`src/rtl/cps_pkg.sv`:
```
package cps_pkg;

    typedef enum logic [2:0] {
        ST_IDLE  = 3'd0,
        ST_RAMP  = 3'd1,
        ST_READY = 3'd2,
        ST_HOLD  = 3'd3,
        ST_ALARM = 3'd4
    } sup_state_e;

    // Synchronized view of every asynchronous input; req_n is the MSB.
    typedef struct packed {
        logic req_n;
        logic vsel;
        logic vcc_good;
        logic drained;
        logic host_ok;
        logic hot;
        logic present;
        logic host_rst;
        logic card_rst;
        logic host_clk;
        logic card_clk;
    } sense_t;

    localparam int SENSE_W = $bits(sense_t);
    // Reset image of the synchronizer: request released, all else low.
    localparam logic [SENSE_W-1:0] SENSE_IDLE = {1'b1, {(SENSE_W-1){1'b0}}};

    typedef struct packed {
        logic removed;
        logic under;
        logic hot;
        logic mismatch;
    } fault_t;

    typedef struct packed {
        logic pump_en;
        logic ready_n;
        logic alarm_n;
        logic pass_en;
        logic clamp_en;
    } drive_t;

    function automatic drive_t drive_for(sup_state_e st);
        drive_t d;
        d = '{pump_en: 1'b0, ready_n: 1'b1, alarm_n: 1'b1, pass_en: 1'b0, clamp_en: 1'b1};
        case (st)
            ST_RAMP: begin
                d.pump_en  = 1'b1;
                d.clamp_en = 1'b0;
            end
            ST_READY, ST_HOLD: begin
                d.pump_en  = 1'b1;
                d.clamp_en = 1'b0;
                d.ready_n  = 1'b0;
                d.pass_en  = 1'b1;
            end
            ST_ALARM: begin
                d.alarm_n = 1'b0;
            end
            default: ;
        endcase
        return d;
    endfunction

    function automatic logic in_session(sup_state_e st);
        return (st == ST_RAMP) || (st == ST_READY) || (st == ST_HOLD);
    endfunction

    function automatic logic late_fault(fault_t f);
        return f.under | f.hot | f.mismatch;
    endfunction

endpackage

```
`src/rtl/cps_sync.sv`:
```
module cps_sync #(
    parameter int              WIDTH   = 4,
    parameter int              STAGES  = 2,
    parameter logic [WIDTH-1:0] RST_VAL = '0
) (
    input  logic             clk,
    input  logic             rst,
    input  logic [WIDTH-1:0] d,
    output logic [WIDTH-1:0] q
);
    localparam int DEPTH = (STAGES < 1) ? 1 : STAGES;

    logic [WIDTH-1:0] chain [DEPTH];

    always_ff @(posedge clk) begin
        if (rst) begin
            for (int i = 0; i < DEPTH; i++) chain[i] <= RST_VAL;
        end else begin
            chain[0] <= d;
            for (int i = 1; i < DEPTH; i++) chain[i] <= chain[i-1];
        end
    end

    assign q = chain[DEPTH-1];

    // The output only ever takes a value that sat in the previous stage.
    generate
        if (DEPTH > 1) begin : g_chk
            assert_shift_R2: assert property (@(posedge clk) disable iff (rst)
                $past(!rst) |-> (q == $past(chain[DEPTH-2])));
        end
    endgenerate
endmodule

```
`src/rtl/cps_fault_eval.sv`:
```
module cps_fault_eval
    import cps_pkg::*;
(
    input  sense_t s,
    input  logic   late_en,
    output fault_t f
);
    logic rst_diff;
    logic clk_diff;

    always_comb begin
        rst_diff   = s.host_rst ^ s.card_rst;
        clk_diff   = s.host_clk ^ s.card_clk;
        f.removed  = ~s.present;
        f.under    = late_en & ~s.vcc_good;
        f.hot      = late_en & s.hot;
        f.mismatch = late_en & (rst_diff | clk_diff);
    end
endmodule

```
`src/rtl/cps_timer.sv`:
```
module cps_timer #(
    parameter int WIDTH = 8
) (
    input  logic             clk,
    input  logic             rst,
    input  logic             clr,
    input  logic             run,
    output logic [WIDTH-1:0] cnt
);
    always_ff @(posedge clk) begin
        if (rst || clr)
            cnt <= '0;
        else if (run && (cnt != '1))
            cnt <= cnt + WIDTH'(1);
    end

    assert_cnt_step_R7: assert property (@(posedge clk) disable iff (rst)
        ($past(!rst && !clr && run && cnt != '1)) |-> (cnt == $past(cnt) + WIDTH'(1)));
endmodule

```
`src/rtl/card_pwr_supervisor.sv`:
```
module card_pwr_supervisor
    import cps_pkg::*;
#(
    parameter int FAULT_CYCLES = 16,
    parameter int RAMP_CYCLES  = 256,
    parameter int SYNC_STAGES  = 2
) (
    input  logic clk,
    input  logic rst,
    input  logic pwr_req_n,
    input  logic vsel_in,
    input  logic vcc_good,
    input  logic vcc_drained,
    input  logic host_supply_ok,
    input  logic over_temp,
    input  logic card_present,
    input  logic host_rst,
    input  logic card_rst,
    input  logic host_clk,
    input  logic card_clk,
    output logic pump_en,
    output logic vsel_latched,
    output logic ready_n,
    output logic alarm_n,
    output logic rst_pass_en,
    output logic clk_pass_en,
    output logic clamp_en
);
    localparam int LIM_MAX = (FAULT_CYCLES > RAMP_CYCLES) ? FAULT_CYCLES : RAMP_CYCLES;
    localparam int CNT_W   = $clog2(LIM_MAX + 1);
    localparam logic [CNT_W-1:0] FAULT_LAST = CNT_W'(FAULT_CYCLES - 1);
    localparam logic [CNT_W-1:0] RAMP_LAST  = CNT_W'(RAMP_CYCLES - 1);

    sense_t             raw;
    sense_t             s;
    fault_t             f;
    sup_state_e         st_q, st_d;
    logic               armed_q;
    logic               vsel_q;
    logic               accept;
    logic               late_en;
    logic               late_any;
    logic [CNT_W-1:0]   cnt;
    drive_t             drv;

    assign raw = {pwr_req_n, vsel_in, vcc_good, vcc_drained, host_supply_ok,
                  over_temp, card_present, host_rst, card_rst, host_clk, card_clk};

    cps_sync #(
        .WIDTH   (SENSE_W),
        .STAGES  (SYNC_STAGES),
        .RST_VAL (SENSE_IDLE)
    ) u_sync (
        .clk (clk),
        .rst (rst),
        .d   (raw),
        .q   (s)
    );

    assign late_en = (st_q == ST_READY) || (st_q == ST_HOLD);

    cps_fault_eval u_eval (
        .s       (s),
        .late_en (late_en),
        .f       (f)
    );

    assign late_any = late_fault(f);

    cps_timer #(.WIDTH(CNT_W)) u_timer (
        .clk (clk),
        .rst (rst),
        .clr (st_d != st_q),
        .run ((st_q == ST_RAMP) || (st_q == ST_HOLD)),
        .cnt (cnt)
    );

    // Next-state selection: host supply loss outranks everything, then
    // request release, then card removal, then staged faults.
    always_comb begin
        st_d   = st_q;
        accept = 1'b0;
        if (!s.host_ok) begin
            st_d = ST_IDLE;
        end else begin
            case (st_q)
                ST_IDLE: begin
                    if (armed_q && !s.req_n && s.drained) begin
                        st_d   = ST_RAMP;
                        accept = 1'b1;
                    end
                end
                ST_RAMP: begin
                    if (s.req_n)              st_d = ST_IDLE;
                    else if (f.removed)       st_d = ST_ALARM;
                    else if (s.vcc_good)      st_d = ST_READY;
                    else if (cnt == RAMP_LAST) st_d = ST_ALARM;
                end
                ST_READY: begin
                    if (s.req_n)        st_d = ST_IDLE;
                    else if (f.removed) st_d = ST_ALARM;
                    else if (late_any)  st_d = ST_HOLD;
                end
                ST_HOLD: begin
                    if (s.req_n)                st_d = ST_IDLE;
                    else if (f.removed)         st_d = ST_ALARM;
                    else if (!late_any)         st_d = ST_READY;
                    else if (cnt == FAULT_LAST) st_d = ST_ALARM;
                end
                ST_ALARM: begin
                    if (s.req_n) st_d = ST_IDLE;
                end
                default: st_d = ST_IDLE;
            endcase
        end
    end

    always_ff @(posedge clk) begin
        if (rst) begin
            st_q    <= ST_IDLE;
            armed_q <= 1'b0;
            vsel_q  <= 1'b0;
        end else begin
            st_q <= st_d;
            if (accept || !s.host_ok)
                armed_q <= 1'b0;
            else if (s.req_n)
                armed_q <= 1'b1;
            if (accept)
                vsel_q <= s.vsel;
        end
    end

    assign drv          = drive_for(st_q);
    assign pump_en      = drv.pump_en;
    assign ready_n      = drv.ready_n;
    assign alarm_n      = drv.alarm_n;
    assign rst_pass_en  = drv.pass_en;
    assign clk_pass_en  = drv.pass_en;
    assign clamp_en     = drv.clamp_en;
    assign vsel_latched = vsel_q;

    assert_vsel_hold_R3: assert property (@(posedge clk) disable iff (rst)
        (in_session(st_q) && in_session($past(st_q))) |-> (vsel_q == $past(vsel_q)));

    assert_ready_entry_R4: assert property (@(posedge clk) disable iff (rst)
        ($past(st_q) == ST_RAMP && st_q == ST_READY) |-> $past(s.vcc_good));

    assert_accept_drained_R10: assert property (@(posedge clk) disable iff (rst)
        ($past(st_q) == ST_IDLE && st_q == ST_RAMP) |-> ($past(s.drained) && !$past(s.req_n)));

    assert_host_loss_R11: assert property (@(posedge clk) disable iff (rst)
        (!s.host_ok) |=> (st_q == ST_IDLE));

    assert_alarm_exit_R9: assert property (@(posedge clk) disable iff (rst)
        ($past(st_q) == ST_ALARM && st_q != ST_ALARM) |-> ($past(s.req_n) || !$past(s.host_ok)));

    assert_hold_bound_R7: assert property (@(posedge clk) disable iff (rst)
        (st_q == ST_HOLD) |-> (cnt < CNT_W'(FAULT_CYCLES)));

    assert_removal_R6: assert property (@(posedge clk) disable iff (rst)
        (in_session(st_q) && f.removed && s.host_ok && !s.req_n) |=> (st_q == ST_ALARM));

    assert_rearm_R12: assert property (@(posedge clk) disable iff (rst)
        ($past(st_q) == ST_IDLE && st_q == ST_RAMP) |-> $past(armed_q));
endmodule

```
`config.mk`:
```
export PLATFORM = sky130hd
export DESIGN_NAME = card_pwr_supervisor
export DESIGN_NICKNAME = d
export VERILOG_FILES = /design/src/rtl/cps_pkg.sv /design/src/rtl/cps_sync.sv /design/src/rtl/cps_fault_eval.sv /design/src/rtl/cps_timer.sv /design/src/rtl/card_pwr_supervisor.sv
export SDC_FILE = /design/constraint.sdc
export NUM_CORES = 1
export LEC_CHECK = 0
export ABC_CLOCK_PERIOD_IN_PS = 3700
export BUFFER_PORTS_ARGS = -buffer_cell sky130_fd_sc_hd__buf_2
export CORE_ASPECT_RATIO = 1.75
export CORE_MARGIN = 2
export CORE_UTILIZATION = 50
export DETAILED_ROUTE_END_ITERATION = 7
export PLACE_DENSITY = 0.71
export SYNTH_ARGS = -nofsm -noshare
export SYNTH_HDL_FRONTEND = slang
export SYNTH_SLANG_ARGS = --single-unit
```
`constraint.sdc`:
```
create_clock -name clk -period 3.7 [get_ports clk]
set_clock_uncertainty 0.1 [all_clocks]
set_input_delay 0.37 -clock clk [delete_from_list [all_inputs] [get_ports clk]]
set_output_delay 0.37 -clock clk [all_outputs]
set_load 0.01 [all_outputs]
```
==> summary.md <==
| Metric | Value |
|---|---|
| Drt total wl | `2710 um` |
| Yosys warning total | `0` |
| Routed len/inst | `13.2 um` |
| Port Buf Inserts | `19` |
| DR vias | `1129` |
| RSZ-0062 raised after global routing | `no` |
| Fin crit period | `2260 ps` |
| Top Ports | `20` |
| CTS tree | `done` |
| Sequential element share of the synthesized area | `47.0%` |
| Reg power frac | `58.8%` |
| Slew headroom | `69.8%` |
| Top Usage Layer GRT | `met2` |
| Post-CTS setup buffers | `0` |
| Sw frac | `21.0%` |
| Internal power | `541 uW` |
| Final RePlAce weighted congestion | `0.762` |
| Setup Crit Path Kind | `reg2reg` |
| Vias in the first global route | `1090` |
| Root Buffer | `clkbuf_8` |
| Post-layout nets | `193` |
| Combinational power share | `3.9%` |
| Seq cells post-synth | `36` |
| WHS | `167 ps` |
| Met3 Track Usage GR | `4.24%` |
| GR Util met2 | `32.9%` |
| CTS Sinks | `36` |
| Type of the tightest min-delay check | `in2reg` |
| Initial antenna violation count | `0` |
| Clock slew at reported path FFs | `70 ps` |
| PwrDens | `399 nW/um2` |
| Max-cap viol count | `0` |
| Detailed Place HPWL | `2080 um` |
| Status | `finished, final reports clean` |
| Die area | `3540 um2` |
| Max Root-Sink Buffers | `2` |
| Fin crit share | `61.1%` |
| Row cnt | `26` |
| Pins Over Slew Limit | `0` |
| Post-DRT Antenna Nets | `0` |
| Initial Util | `52.4%` |
| Element type at the critical path end | `flop` |
| Met1 usage | `16.4%` |
| Die Span X | `45.9 um` |
| Final setup violation count | `0` |
| GRT Total Usage | `18.3%` |
| Starting DRT DRC Count | `19` |
| Cts bufs inserted | `5` |
| Final Hold Viols | `0` |
| Required time of the critical path | `3810 ps` |
| Leak | `0.658 nW` |
| TNS Setup | `0 ps` |
| Fin area | `1720 um2` |
| Pre-antenna DRT Iters | `4` |
| P_sw | `144 uW` |
| Most frequent cells in the layout | `dfxtp_1, nor2b_1, buf_2` |
| Clock Power Share | `37.3%` |
| First-pass GRT wire length | `4630 um` |
| Total gr overflow | `0` |
| Post-CTS sizing | `0` |
| Core ar. | `2930 um2` |
| Largest net degree at the start of global routing | `27` |
| Post-Synthesis Cells | `156` |
| Distinct cells, synth | `40` |
| Synthesized net count | `172` |
| Worst-Skew Late Latency | `280 ps` |
| CP max FO | `7` |
| H-tree depth | `2` |
| Fraction of layout cells with a size suffix above 1 | `22.0%` |
| Fmax | `442 MHz` |
| Slew @ Worst Pin | `453 ps` |
| Crit start category | `flop` |
| Post-route DRC violation count | `0` |
| Mapped cell area | `1530 um2` |
| Via-to-Cell Ratio | `5.51` |
| Commonest non-fill, non-tap cell in the layout | `dfxtp_1` |
| Ant. Diodes | `0` |
| Total power | `685 uW` |
| P&R area growth vs syn | `11.9%` |
| CTS Hold Bufs | `0` |
| Avg Inst Size Synth | `9.83 um2` |
| Arr. time, crit path | `2370 ps` |
| Die H | `77.2 um` |
| VDD IR max | `286 uV` |
| Area after DPL | `1640 um2` |
[layer usage]
layer  up-vias  wire length, um  part of all wire [%]
met2        20             1560                    58
met3         8               85                   3.1
met5         -                0                     0
met4         0               92                   3.4
li1        571                -                     -
met1       530              970                    36
[final timing paths]
kind | start | end | slack, ps | cells after the start
worst max register to register | u_timer.cnt[0] | u_timer.cnt[6] | 1440 | 8
worst max-delay path | u_timer.cnt[0] | u_timer.cnt[6] | 1440 | 8
worst min-delay path | pwr_req_n | u_sync.chain[0][10] | 170 | 2
worst min register to register | u_sync.chain[0][10] | u_sync.chain[0][21] | 310 | 1
[layout make-up]
| class | instances | area [um2] |
|---|---|---|
| Fill cell | 289 | 1210 |
| Tap cell | 28 | 35.0 |
| Sequential cell | 36 | 721 |
| Timing Repair Buffer | 19 | 95.1 |
| Inverter | 6 | 22.5 |
| Multi-Input combinational cell | 109 | 764 |
| Clock inverter | 1 | 5.00 |
| Clock buffer | 6 | 72.6 |
[per-stage QoR]
step | setup slack [ps] | util [%] | std cells
floorplan | 1630 | - | 156
global placement | 1560 | 55.9 | 198
detailed placement | 1450 | 55.9 | 198
CTS | 1440 | 58.6 | 205
global route | 1240 | 58.6 | 205
finish | 1440 | 58.6 | 205
[synthesized netlist by cell type (all sizes together)]
cell	count	area, um2
a311oi	1	8.76
or4b	1	13.8
o21ai	3	15.0
a211oi	1	12.5
xnor2	5	43.8
or3	1	6.26
dfxtp	36	721
a31o	1	8.76
nand2	10	37.5
nor2b	24	150
and4bb	1	12.5
a31oi	2	27.5
inv	6	22.5
ha	3	37.5
nor2	9	33.8
or2	3	18.8
o211ai	2	28.8
a21boi	1	7.51
nand4	5	31.3
xor2	3	26.3
nor3	12	70.1
and3	3	18.8
nor3b	1	18.8
and4b	1	10.0
a2111oi	1	15.0
buf	3	17.5
nand2b	3	18.8
nand4bb	1	11.3
a21oi	3	15.0
and3b	1	8.76
nor4	1	12.5
nand3	4	25.0
mux2i	2	20.0
clkbuf	2	7.51
[flip-flops by register name (all words and copies together), names as in the netlist]
register	count
st_q	3
vsel_latched	1
u_timer.cnt	9
armed_q	1
u_sync.chain	22
[cells by family after synthesis]
kind of cell,count (synthesis),share of synthesized area [%]
AO/OA/AOI/OAI,15,9.06
XOR/XNOR,8,4.57
adder cells (fa/ha/maj),3,2.45
buffers and inverters,11,3.10
flip-flops,36,47.0
multiplexers,2,1.31
AND/OR/NAND/NOR,81,32.5
[power by group through the flow]
stage	Clock, mW	Combinational (mW)	Sequential [mW]
after global placement	0	0.0262	0.412
after global routing	0.285	0.0300	0.404
after detailed placement	0	0.0273	0.412
final	0.255	0.0267	0.403
after CTS	0.269	0.0274	0.403
after floorplan	0	0.0181	0.411
[critical path, stage by stage (launching register included)]
cell and delay, ps:
dfxtp_1 340, ha_1 240, nand3_1 100, nor2_1 60
ha_1 210, nor3b_4 350, nand4_1 210, or3_1 350
a211oi_2 230
(Power assumes the default switching activity.)
